File: src/rtl/agu_pkg.sv
package agu_pkg;
    typedef enum logic [1:0] {
        AM_LINEAR      = 2'd0,
        AM_RING_BOUNDS = 2'd1,
        AM_RING_LEN    = 2'd2,
        AM_BITREV      = 2'd3
    } agu_mode_e;
endpackage

File: src/rtl/agu_bitrev.sv
// Mirrors the low k bits of x into y; bits of y at and above k are zero.
module agu_bitrev #(
    parameter int AW = 16,
    parameter int KW = $clog2(AW + 1)
) (
    input  logic [AW-1:0] x,
    input  logic [KW-1:0] k,
    output logic [AW-1:0] y
);
    logic [AW-1:0] mirror_all;

    always_comb begin
        for (int i = 0; i < AW; i++) begin
            mirror_all[i] = x[AW-1-i];
        end
    end

    // Shifting the full mirror right by AW-k leaves only the mirrored k-bit field.
    assign y = mirror_all >> (KW'(AW) - k);
endmodule

File: src/rtl/agu_ptr_bank.sv
module agu_ptr_bank
    import agu_pkg::*;
#(
    parameter int NPTR = 4,
    parameter int AW   = 16,
    parameter int KW   = $clog2(AW + 1),
    parameter int SELW = $clog2(NPTR)
) (
    input  logic            clk,
    input  logic            rst_n,
    input  logic            cfg_we,
    input  logic [SELW-1:0] cfg_sel,
    input  logic [1:0]      cfg_mode,
    input  logic [AW-1:0]   cfg_lo,
    input  logic [AW-1:0]   cfg_hi,
    input  logic [KW-1:0]   cfg_k,
    input  logic            ld_we,
    input  logic [SELW-1:0] ld_sel,
    input  logic [AW-1:0]   ld_val,
    input  logic            upd_we,
    input  logic [SELW-1:0] upd_sel,
    input  logic [AW-1:0]   upd_val,
    input  logic [SELW-1:0] rd_sel,
    output logic [AW-1:0]   rd_ptr,
    output agu_mode_e       rd_mode,
    output logic [AW-1:0]   rd_lo,
    output logic [AW-1:0]   rd_hi,
    output logic [KW-1:0]   rd_k
);
    logic [AW-1:0] ptr_q  [NPTR];
    agu_mode_e     mode_q [NPTR];
    logic [AW-1:0] lo_q   [NPTR];
    logic [AW-1:0] hi_q   [NPTR];
    logic [KW-1:0] k_q    [NPTR];

    // Pointer registers: a load overrides the access write-back.
    always_ff @(posedge clk or negedge rst_n) begin
        if (!rst_n) begin
            for (int i = 0; i < NPTR; i++) begin
                ptr_q[i] <= '0;
            end
        end else begin
            for (int i = 0; i < NPTR; i++) begin
                if (ld_we && ld_sel == SELW'(i)) begin
                    ptr_q[i] <= ld_val;
                end else if (upd_we && upd_sel == SELW'(i)) begin
                    ptr_q[i] <= upd_val;
                end
            end
        end
    end

    // Per-pointer configuration.
    always_ff @(posedge clk or negedge rst_n) begin
        if (!rst_n) begin
            for (int i = 0; i < NPTR; i++) begin
                mode_q[i] <= AM_LINEAR;
                lo_q[i]   <= '0;
                hi_q[i]   <= '0;
                k_q[i]    <= '0;
            end
        end else if (cfg_we) begin
            for (int i = 0; i < NPTR; i++) begin
                if (cfg_sel == SELW'(i)) begin
                    mode_q[i] <= agu_mode_e'(cfg_mode);
                    lo_q[i]   <= cfg_lo;
                    hi_q[i]   <= cfg_hi;
                    k_q[i]    <= cfg_k;
                end
            end
        end
    end

    assign rd_ptr  = ptr_q[rd_sel];
    assign rd_mode = mode_q[rd_sel];
    assign rd_lo   = lo_q[rd_sel];
    assign rd_hi   = hi_q[rd_sel];
    assign rd_k    = k_q[rd_sel];

    for (genvar g = 0; g < NPTR; g++) begin : g_chk
        // a load always lands in the selected register.
        a_r2_load_lands: assert property (@(posedge clk) disable iff (!rst_n)
            (ld_we && ld_sel == SELW'(g)) |=> ptr_q[g] == $past(ld_val));
        // a pointer that is neither loaded nor updated keeps its value.
        a_r10_untouched_stable: assert property (@(posedge clk) disable iff (!rst_n)
            (!(ld_we && ld_sel == SELW'(g)) && !(upd_we && upd_sel == SELW'(g)))
            |=> $stable(ptr_q[g]));
    end
endmodule

File: src/rtl/agu_step_unit.sv
module agu_step_unit
    import agu_pkg::*;
#(
    parameter int AW = 16,
    parameter int SW = 8,
    parameter int KW = $clog2(AW + 1)
) (
    input  logic [AW-1:0] cur,
    input  logic [SW-1:0] step,
    input  agu_mode_e     mode,
    input  logic [AW-1:0] lo,
    input  logic [AW-1:0] hi,
    input  logic [KW-1:0] k,
    output logic [AW-1:0] nxt
);
    localparam int WW = AW + 2;

    logic signed [WW-1:0] step_x, cur_x, lo_x, hi_x;
    logic [AW-1:0] fmask;
    logic [AW-1:0] lin_res, ring_res, len_res, rev_res;
    logic signed [WW-1:0] ring_sum, ring_wide, len_off, len_len, len_sum;
    logic [AW-1:0] cur_mirror, mirror_sum, sum_mirror;
    logic [1:0] unused_hi;

    assign step_x = WW'($signed(step));
    assign cur_x  = $signed({2'b00, cur});
    assign lo_x   = $signed({2'b00, lo});
    assign hi_x   = $signed({2'b00, hi});

    // Mask of the k-bit index field.
    always_comb begin
        for (int i = 0; i < AW; i++) begin
            fmask[i] = (i < int'(k));
        end
    end

    assign lin_res = cur + step_x[AW-1:0];

    // Ring with inclusive lower and upper limits.
    assign ring_sum = cur_x + step_x;
    always_comb begin
        if (ring_sum > hi_x) begin
            ring_wide = lo_x + (ring_sum - hi_x) - WW'(1);
        end else if (ring_sum < lo_x) begin
            ring_wide = hi_x - (lo_x - ring_sum) + WW'(1);
        end else begin
            ring_wide = ring_sum;
        end
    end
    assign ring_res  = ring_wide[AW-1:0];
    assign unused_hi = ring_wide[WW-1:AW] ^ len_sum[WW-1:AW];

    // Ring by length on an aligned base.
    assign len_off = $signed({2'b00, cur & fmask});
    assign len_len = $signed({2'b00, hi});
    always_comb begin
        len_sum = len_off + step_x;
        if (len_sum >= len_len) begin
            len_sum = len_sum - len_len;
        end else if (len_sum < 0) begin
            len_sum = len_sum + len_len;
        end
    end
    assign len_res = (cur & ~fmask) | (len_sum[AW-1:0] & fmask);

    // Reversed carry: mirror, add, mirror back.
    agu_bitrev #(.AW(AW), .KW(KW)) u_mirror_in (
        .x (cur),
        .k (k),
        .y (cur_mirror)
    );
    assign mirror_sum = cur_mirror + step_x[AW-1:0];
    agu_bitrev #(.AW(AW), .KW(KW)) u_mirror_out (
        .x (mirror_sum),
        .k (k),
        .y (sum_mirror)
    );
    assign rev_res = (cur & ~fmask) | (sum_mirror & fmask);

    always_comb begin
        unique case (mode)
            AM_LINEAR:      nxt = lin_res;
            AM_RING_BOUNDS: nxt = ring_res;
            AM_RING_LEN:    nxt = len_res;
            AM_BITREV:      nxt = rev_res;
            default:        nxt = lin_res;
        endcase
    end
endmodule

File: src/rtl/agu_top.sv
module agu_top
    import agu_pkg::*;
#(
    parameter int NPTR = 4,
    parameter int AW   = 16,
    parameter int SW   = 8,
    parameter int KW   = $clog2(AW + 1),
    parameter int SELW = $clog2(NPTR)
) (
    input  logic            clk,
    input  logic            rst_n,
    input  logic            cfg_we,
    input  logic [SELW-1:0] cfg_sel,
    input  logic [1:0]      cfg_mode,
    input  logic [AW-1:0]   cfg_lo,
    input  logic [AW-1:0]   cfg_hi,
    input  logic [KW-1:0]   cfg_k,
    input  logic            ld_we,
    input  logic [SELW-1:0] ld_sel,
    input  logic [AW-1:0]   ld_val,
    input  logic            acc_en,
    input  logic [SELW-1:0] acc_sel,
    input  logic            acc_pre,
    input  logic [SW-1:0]   acc_step,
    output logic [AW-1:0]   ea,
    output logic [AW-1:0]   ptr_new,
    output logic            ea_valid
);
    logic [AW-1:0] rd_ptr, rd_lo, rd_hi, step_nxt;
    logic [KW-1:0] rd_k;
    agu_mode_e     rd_mode;

    agu_ptr_bank #(.NPTR(NPTR), .AW(AW), .KW(KW), .SELW(SELW)) u_bank (
        .clk     (clk),
        .rst_n   (rst_n),
        .cfg_we  (cfg_we),
        .cfg_sel (cfg_sel),
        .cfg_mode(cfg_mode),
        .cfg_lo  (cfg_lo),
        .cfg_hi  (cfg_hi),
        .cfg_k   (cfg_k),
        .ld_we   (ld_we),
        .ld_sel  (ld_sel),
        .ld_val  (ld_val),
        .upd_we  (acc_en),
        .upd_sel (acc_sel),
        .upd_val (step_nxt),
        .rd_sel  (acc_sel),
        .rd_ptr  (rd_ptr),
        .rd_mode (rd_mode),
        .rd_lo   (rd_lo),
        .rd_hi   (rd_hi),
        .rd_k    (rd_k)
    );

    agu_step_unit #(.AW(AW), .SW(SW), .KW(KW)) u_step (
        .cur (rd_ptr),
        .step(acc_step),
        .mode(rd_mode),
        .lo  (rd_lo),
        .hi  (rd_hi),
        .k   (rd_k),
        .nxt (step_nxt)
    );

    // Result registers: one cycle from access to effective address.
    always_ff @(posedge clk or negedge rst_n) begin
        if (!rst_n) begin
            ea       <= '0;
            ptr_new  <= '0;
            ea_valid <= 1'b0;
        end else begin
            ea_valid <= acc_en;
            if (acc_en) begin
                ea      <= acc_pre ? step_nxt : rd_ptr;
                ptr_new <= step_nxt;
            end
        end
    end

    // Checker helpers: step magnitude and ring span.
    int step_mag, ring_span;
    always_comb begin
        step_mag  = int'($signed(acc_step));
        if (step_mag < 0) step_mag = -step_mag;
        ring_span = int'(rd_hi) - int'(rd_lo) + 1;
    end

    // result valid exactly one cycle after an access.
    a_r3_valid_follows: assert property (@(posedge clk) disable iff (!rst_n)
        acc_en |=> ea_valid);
    a_r3_valid_idle: assert property (@(posedge clk) disable iff (!rst_n)
        !acc_en |=> !ea_valid);
    // post-modify presents the old pointer.
    a_r3_post_old_ptr: assert property (@(posedge clk) disable iff (!rst_n)
        (acc_en && !acc_pre) |=> ea == $past(rd_ptr));
    // pre-modify presents the stepped pointer.
    a_r4_pre_new_ptr: assert property (@(posedge clk) disable iff (!rst_n)
        (acc_en && acc_pre) |=> ea == ptr_new);
    // bounded ring stays inside its limits.
    a_r6_ring_inside: assert property (@(posedge clk) disable iff (!rst_n)
        (acc_en && rd_mode == AM_RING_BOUNDS && rd_ptr >= rd_lo && rd_ptr <= rd_hi
         && step_mag <= ring_span)
        |=> (ptr_new >= $past(rd_lo) && ptr_new <= $past(rd_hi)));
    // reversed-carry stepping keeps bits above the field.
    a_r9_upper_kept: assert property (@(posedge clk) disable iff (!rst_n)
        (acc_en && rd_mode == AM_BITREV)
        |=> ((ptr_new ^ $past(rd_ptr)) >> $past(rd_k)) == '0);
endmodule

File: config.mk
export PLATFORM = sky130hd
export DESIGN_NAME = agu_top
export DESIGN_NICKNAME = d
export VERILOG_FILES = /design/src/rtl/agu_pkg.sv /design/src/rtl/agu_bitrev.sv /design/src/rtl/agu_ptr_bank.sv /design/src/rtl/agu_step_unit.sv /design/src/rtl/agu_top.sv
export SDC_FILE = /design/constraint.sdc
export NUM_CORES = 1
export LEC_CHECK = 0
export BUFFER_PORTS_ARGS = -buffer_cell sky130_fd_sc_hd__buf_4
export CAP_MARGIN = 0
export CORE_MARGIN = 5
export CORE_UTILIZATION = 50
export CTS_CLUSTER_SIZE = 40
export DETAILED_ROUTE_END_ITERATION = 10
export GPL_ROUTABILITY_DRIVEN = 0
export PLACE_DENSITY = 0.72
export SYNTH_ARGS = -nofsm -noshare
export SYNTH_HDL_FRONTEND = slang
export SYNTH_SLANG_ARGS = --single-unit
File: constraint.sdc
create_clock -name clk -period 9.5 [get_ports clk]
set_input_delay 0 -clock clk [delete_from_list [all_inputs] [get_ports clk]]
set_output_delay 0 -clock clk [all_outputs]
set_load 0.01 [all_outputs]
* Yosys cells after proc, flatten, opt, wreduce, memory -nomap -nowiden
Index checks and enable logic that the tools add are counted.
** Storage, ports and cells
- Output and inout bits :: 33
- Flip-flop bits (word level) :: 253
- Input bits :: 75
** Operators by class
- Equal/unequal tests :: 12
- Bitwise gates (word level) :: 8
- Reduce and logical (&&, ||, !) cells :: 20
- Shift-type cells :: 2
- $lt $le $gt $ge :: 21
- Mux-type cells :: 29
- Add/sub/neg operators :: 13
** Operators with widths (count)
- two-way mux 16 bit :: 19
- binary-select mux 16 bit (select 2 bit) :: 3
- adder 16 bit :: 4
- AND 16 bit :: 4
- one-hot mux 16 bit (4 select lines) :: 1
- subtractor 16 bit :: 4
- less-than comparator 4 x 5 -> 1 bit, first input constant :: 8
- adder 17 x 8 -> 18 bit :: 2
- OR 16 bit :: 2
- right shift 16 x 5 -> 16 bit :: 2
- less-than comparator 3 x 5 -> 1 bit, first input constant :: 4
- >= comparator 18 x 17 -> 1 bit :: 1
- greater-than comparator 18 x 17 -> 1 bit :: 1
- less-than comparator 18 x 1 -> 1 bit, second input constant :: 1
- less-than comparator 18 x 17 -> 1 bit :: 1
- adder 16 x 2 -> 16 bit, second input constant :: 1
- equality test 2 bit, second input constant :: 8
- inverter 16 bit :: 1
- subtractor 16 x 2 -> 16 bit, second input constant :: 1
- binary-select mux 5 bit (select 2 bit) :: 1
- less-than comparator 1 x 5 -> 1 bit, first input constant :: 2
- less-than comparator 2 x 5 -> 1 bit, first input constant :: 2
- two-way mux 5 bit :: 2
- equality test 2 x 1 -> 1 bit, second input constant :: 4
- 9 further kinds :: 26

* Logic depth before layout (Yosys ltp)
- Depth in word-level cells :: 15
- Depth in mapped cells :: 30
- Gate-level depth less buffers :: 26

* Modules after synthesis
A second synthesis with hierarchy kept.
** Unflattened totals
- Cells, all modules :: 2085
- Area, all modules :: 20801.2 um^2
** Modules (own cells, without submodules)
- agu_ptr_bank :: cells each 759, times used 1, area each 10095.9 um^2
- agu_step_unit :: cells each 1064, times used 1, area each 7813.7 um^2
- agu_bitrev :: cells each 79, times used 2, area each 762.0 um^2
- agu_top :: cells each 104, times used 1, area each 1367.6 um^2

* Least setup slack after synthesis
Ideal clock, no wire load.
- Kind :: register to register
- From :: register u_bank.k_q[0] (netlist name)
- To :: register ptr_new[2]
- Required time :: 9.375 ns
- Setup time :: 0.125 ns
- Data arrival time :: 6.049 ns
- Clock period less this slack :: 6.174 ns
- Stages on the path, launching flop included :: 26
- Setup slack :: 3.326 ns
- Buffers on the path :: 6
- Cells stage by stage :: dfrtp_1 -> mux4_2 -> buf_2 -> clkinv_1 -> buf_2 -> buf_2 -> ha_1 -> clkinv_1 -> clkbuf_1 -> buf_1 -> clkbuf_1 -> a31oi_1 -> a211oi_1 -> a211oi_1 -> ha_1 -> fa_1 -> a211o_1 -> a211o_1 -> a41oi_1 -> xnor2_1 -> a2111oi_0 -> o31ai_1 -> o311ai_1 -> a31oi_1 -> or2_0 -> mux2_2
** Between the ends
- Cells in the longest elaborated chain, start to end :: 12
** RTL lines
- start: declaration :: RTL line agu_ptr_bank.sv:34 : logic [KW-1:0] k_q [NPTR];
- start signal: indexed assignment :: RTL line agu_ptr_bank.sv:68 : k_q[i] <= cfg_k;
- binary-select mux 5 bit (select 2 bit) (*) :: RTL line agu_ptr_bank.sv:78 : assign rd_k = k_q[rd_sel];
- two-way mux 5 bit (not written as such) (*) (2 in a row) :: RTL line agu_ptr_bank.sv:78
- less-than comparator 1 x 5 -> 1 bit, or another cell as far along :: RTL line agu_step_unit.sv:33 : fmask[i] = (i < int'(k));
- AND 16 bit :: RTL line agu_step_unit.sv:54 : assign len_off = $signed({2'b00, cur & fmask});
- adder 17 x 8 -> 18 bit :: RTL line agu_step_unit.sv:57 : len_sum = len_off + step_x;
- adder 16 bit or less-than comparator 18 x 1 -> 1 bit (tied branches) :: RTL line agu_step_unit.sv:61, agu_step_unit.sv:60
- two-way mux 16 bit :: RTL line agu_step_unit.sv:60 : end else if (len_sum < 0) begin
- two-way mux 16 bit :: RTL line agu_step_unit.sv:58 : if (len_sum >= len_len) begin
- AND 16 bit :: RTL line agu_step_unit.sv:64 : assign len_res = (cur & ~fmask) | (len_sum[AW-1:0] & fmask);
- OR 16 bit :: RTL line agu_step_unit.sv:64
- one-hot mux 16 bit (4 select lines) (*) :: RTL line agu_step_unit.sv:81 : unique case (mode)
- end signal: assignment :: RTL line agu_top.sv:76 : ptr_new <= step_nxt;
- end: declaration :: RTL line agu_top.sv:26 : output logic [AW-1:0] ptr_new,
Every way passes the cells marked *; elsewhere a longest branch is shown, timed or not. The select of a mux whose other input is x is not followed.
A chain may end at the register's enable or synchronous reset.

* Final worst setup path
- From :: register u_bank.k_q[0] (netlist name)
- To :: register ptr_new[1]
The elaborated chain is that of the path after synthesis.

==> flow_metrics.py <==
metrics = {
    "clock_network": {
        "cts_sinks": 253,
        "insertion_delay_ns": 0.55,
        "number_of_buffers_added_for_setup_after_cts": 0,
        "hold_buf_count_cts": 58,
        "cts_root_buf": "sky130_fd_sc_hd__clkbuf_16",
        "tritoncts": "done",
        "cts_buffer_depth": 3,
        "post_cts_resize_count": 0,
        "path_clk_slew_ns": 0.06,
        "cts_buffers": 26,
        "htreeDepth": 1,
    },
    "drt": {
        "drt_wl_total_um": 65400,
        "number_of_vias_per_cell_after_detailed_routing": 6.64,
        "wl_per_cell_um": 23.7,
        "drtAntennaViolNets": 0,
        "dr_total_vias": 18400,
        "number_of_design_rule_violations_left_after_detail_routing": 0,
        "first_pass_iters": 8,
        "initialDrtViolationCount": 2044,
    },
    "floorplan": {
        "fp.coreArea_um2": 40600,
        "initial_utilization_pct": 50.4,
        "top_level_ports": 108,
        "die-height_um": 212,
        "die_width_um": 212,
        "row_count": 74,
        "floorplan.die_area_um2": 45100,
    },
    "cells_and_area": {
        "drive_gt1_share_pct": 19.4,
        "num_antenna_cells": 0,
        "fillerInstances": 3427,
        "num-nets-final": 2468,
        "multi_input_area_um2": 13400,
        "seq_area_um2": 6330,
        "areaGrowthSynthToFinish_pct": 13.3,
    },
    "synthesis": {
        "dominantRegCellSynth": "sky130_fd_sc_hd__dfrtp_1",
        "async_flop_share_pct": 100,
        "synth-seq-area-share_pct": 30.9,
        "synth_top_family_by_area": "compound AO/OA/AOI/OAI gates",
        "synthSimpleGateAreaFrac_pct": 11.5,
        "yosys-top-cells-area": "sky130_fd_sc_hd__dfrtp_1 (31%), sky130_fd_sc_hd__mux2_2 (9.1%), sky130_fd_sc_hd__ha_1 (8.7%)",
        "synth-compound-area-share_pct": 21.9,
        "post_synth_instance_area_um2": 20500,
        "synth-xor-area-share_pct": 3.64,
        "synth_adder_area_share_pct": 12.2,
        "muxShareOfSynthArea_pct": 16.3,
        "synth-edff-count": 0,
        "synth_warnings": 0,
        "synth_top_area_share_pct": 30.9,
        "ys_top_cells_by_count": "sky130_fd_sc_hd__dfrtp_1 (253), sky130_fd_sc_hd__mux2_2 (166), sky130_fd_sc_hd__a21oi_1 (157)",
        "mapped_nets": 2349,
        "synthesis.area_per_instance_um2": 9.77,
        "distinct_cell_type_count_of_the_synthesized_netlist": 89,
        "synth-seq-cells": 253,
        "syn-instance-count": 2096,
        "synthDominantAreaCellType": "sky130_fd_sc_hd__dfrtp_1",
        "synth_most_common_cell": "sky130_fd_sc_hd__dfrtp_1",
    },
    "sta": {
        "setup_violations": 0,
        "holdWs_ns": 0.0240,
        "clock_skew_ns": 0.0208,
        "report.final.hold_viol_count": 0,
        "max_slew.worst_pin.slew_ns": 1.21,
        "rsz0062_at_grt": "false",
        "post-route-min-period_ns": 8.08,
        "clock.fmax_ghz": 0.124,
        "timing.setup.tns_ns": 0,
        "finalCritPeriodShare_pct": 85.0,
        "slew_headroom_pct": 18.8,
        "final_max_slew_viol_count": 0,
    },
    "global_route": {
        "grt.overflow.total": 0,
        "overall_track_demand_over_capacity_in_global_routing_pct": 28.3,
        "maximum_number_of_pins_on_one_net_before_global_route_repair": 98,
        "vias_in_the_first_global_route": 18100,
        "global_route_wire_length_before_repair_um": 102000,
        "grt_antenna_before_repair": 0,
    },
    "place": {
        "place_hpwl_um": 48200,
        "portBuffers": 107,
    },
    "setup_path": {
        "end_kind": "register",
        "worstSetupStartpointType": "register",
        "worstPathMaxFanout": 47,
        "setup.worst_path.class": "register to register",
        "cp.arrival_ns": 8.46,
        "cp_slowest_cell": "sky130_fd_sc_hd__a211oi_1",
        "buf_inv_on_cp": 3,
        "worst-endpoint-required_ns": 9.88,
        "path_delay_family": "compound AO/OA/AOI/OAI gates",
        "cp_slowest_stage_delay_ns": 0.93,
    },
    "min_path": {
        "timing.hold.worst.class": "input pin to register",
    },
    "run": {
        "drv_cap": 0,
    },
    "status": {
        "outcome": "finished, final reports clean",
    },
}
## cells in the final DEF (no fill, tap or decap), types with 8 or more instances in the layout
master and n:
sky130_fd_sc_hd__dfrtp_1 253, sky130_fd_sc_hd__mux2_2 166, sky130_fd_sc_hd__a21oi_1 157, sky130_fd_sc_hd__ha_1 142, sky130_fd_sc_hd__nor2_1 136, sky130_fd_sc_hd__buf_4 125
sky130_fd_sc_hd__nand2_1 123, sky130_fd_sc_hd__o21ai_0 107, sky130_fd_sc_hd__inv_1 85, sky130_fd_sc_hd__xnor2_1 64, sky130_fd_sc_hd__dlygate4sd3_1 58, sky130_fd_sc_hd__mux4_2 55
sky130_fd_sc_hd__a21o_1 49, sky130_fd_sc_hd__o22ai_1 47, sky130_fd_sc_hd__nor3_1 46, sky130_fd_sc_hd__nand3_1 42, sky130_fd_sc_hd__a22oi_1 41, sky130_fd_sc_hd__fa_1 36
sky130_fd_sc_hd__a211oi_1 33, sky130_fd_sc_hd__clkbuf_16 27, sky130_fd_sc_hd__o31ai_1 23, sky130_fd_sc_hd__a31oi_1 22, sky130_fd_sc_hd__mux2i_1 20, sky130_fd_sc_hd__o211ai_1 20
sky130_fd_sc_hd__xor2_1 20, sky130_fd_sc_hd__or3_1 19, sky130_fd_sc_hd__o21a_1 19, sky130_fd_sc_hd__nor2b_1 17, sky130_fd_sc_hd__nand2b_1 16, sky130_fd_sc_hd__and2_1 15
sky130_fd_sc_hd__o21ai_1 13, sky130_fd_sc_hd__nor4_1 11, sky130_fd_sc_hd__and3_1 11, sky130_fd_sc_hd__a221o_1 11, sky130_fd_sc_hd__a221oi_1 11, sky130_fd_sc_hd__o21bai_1 10
sky130_fd_sc_hd__nand4_1 10, sky130_fd_sc_hd__or2_2 9, sky130_fd_sc_hd__a2111oi_0 8
## worst paths after layout
path                                  from               end  slack (ns)  cells past startpoint
max reg2reg                  u_bank.k_q[0]        ptr_new[1]        1.42                     25
max in group asynchronous            rst_n     u_bank.k_q[9]        6.97                      4
min                              ld_sel[0]  u_bank.ptr_q[25]        0.02                      4
min in group asynchronous            rst_n    u_bank.lo_q[6]        0.07                      2
max                          u_bank.k_q[0]        ptr_new[1]        1.42                     25
min reg2reg                u_bank.lo_q[20]   u_bank.lo_q[20]        0.50                      1
## area by class of cell
| type | instances | area share [%] |
|---|---|---|
| Multi-Input combinational cell | 1661 | 58.0 |
| Timing Repair Buffer | 184 | 6.62 |
| Clock buffer | 36 | 3.28 |
| Tap cell | 532 | 2.87 |
| Inverter | 89 | 1.44 |
| Clock inverter | 10 | 0.486 |
| Sequential cell | 253 | 27.3 |
## layer usage
layer | track usage, % | up-vias | wire (µm)
li1 | - | 8166 | -
met1 | 39.7 | 9034 | 27300
met2 | 43.9 | 960 | 29400
met3 | 4.91 | 202 | 5760
met4 | 11.1 | 0 | 2980
met5 | 0 | - | 0
## worst register-to-register path: stages (launching register included)
cell,delay (ns)
sky130_fd_sc_hd__dfrtp_1,0.35
sky130_fd_sc_hd__mux4_2,0.23
sky130_fd_sc_hd__buf_4,0.47
sky130_fd_sc_hd__clkinv_1,0.80
sky130_fd_sc_hd__nand2_1,0.38
sky130_fd_sc_hd__nor2_1,0.14
sky130_fd_sc_hd__nor2_1,0.13
sky130_fd_sc_hd__ha_1,0.21
sky130_fd_sc_hd__inv_1,0.07
sky130_fd_sc_hd__fa_1,0.39
sky130_fd_sc_hd__nand2b_1,0.19
sky130_fd_sc_hd__a21o_1,0.20
sky130_fd_sc_hd__a21oi_1,0.23
sky130_fd_sc_hd__nor2_1,0.12
sky130_fd_sc_hd__o21bai_1,0.20
sky130_fd_sc_hd__xor2_1,0.31
sky130_fd_sc_hd__ha_1,0.44
sky130_fd_sc_hd__nand4_1,0.22
sky130_fd_sc_hd__o31a_1,0.33
sky130_fd_sc_hd__o21ai_0,0.18
sky130_fd_sc_hd__a21oi_1,0.21
sky130_fd_sc_hd__o22ai_2,0.67
sky130_fd_sc_hd__and2_1,0.23
sky130_fd_sc_hd__o41ai_1,0.09
sky130_fd_sc_hd__a211oi_1,0.93
sky130_fd_sc_hd__a21oi_1,0.19
## registers in the layout, summed over array words and instances, names as in the netlist
register       count
ea_valid           1
u_bank.ptr_q      64
u_bank.mode_q      8
u_bank.k_q        20
u_bank.hi_q       64
u_bank.lo_q       64
ea                16
ptr_new           16
## kinds of logic (layout without fill, tap and decap cells)
family          Yosys count  in the layout
fa+ha+maj               178            178
compound gates          667            667
simple gates            487            487
flops                   253            253
mux                     244            244
xor+xnor                 85             85
buf+inv                 182            319
## through the flow
step	instance area (µm²)	cells	util, %	setup WS, ns
after global routing	23200	2765	57.0	1.01
after global placement	21700	2661	53.5	1.69
after detailed placement	21700	2661	53.5	1.40
after CTS	23200	2765	57.0	1.68
after floorplan	20500	2096	-	3.33
final	23200	2765	57.0	1.42
Power is left out: the tool's default activity adds up to more than one toggle a clock period on the data nets, which glitch-free logic cannot reach.
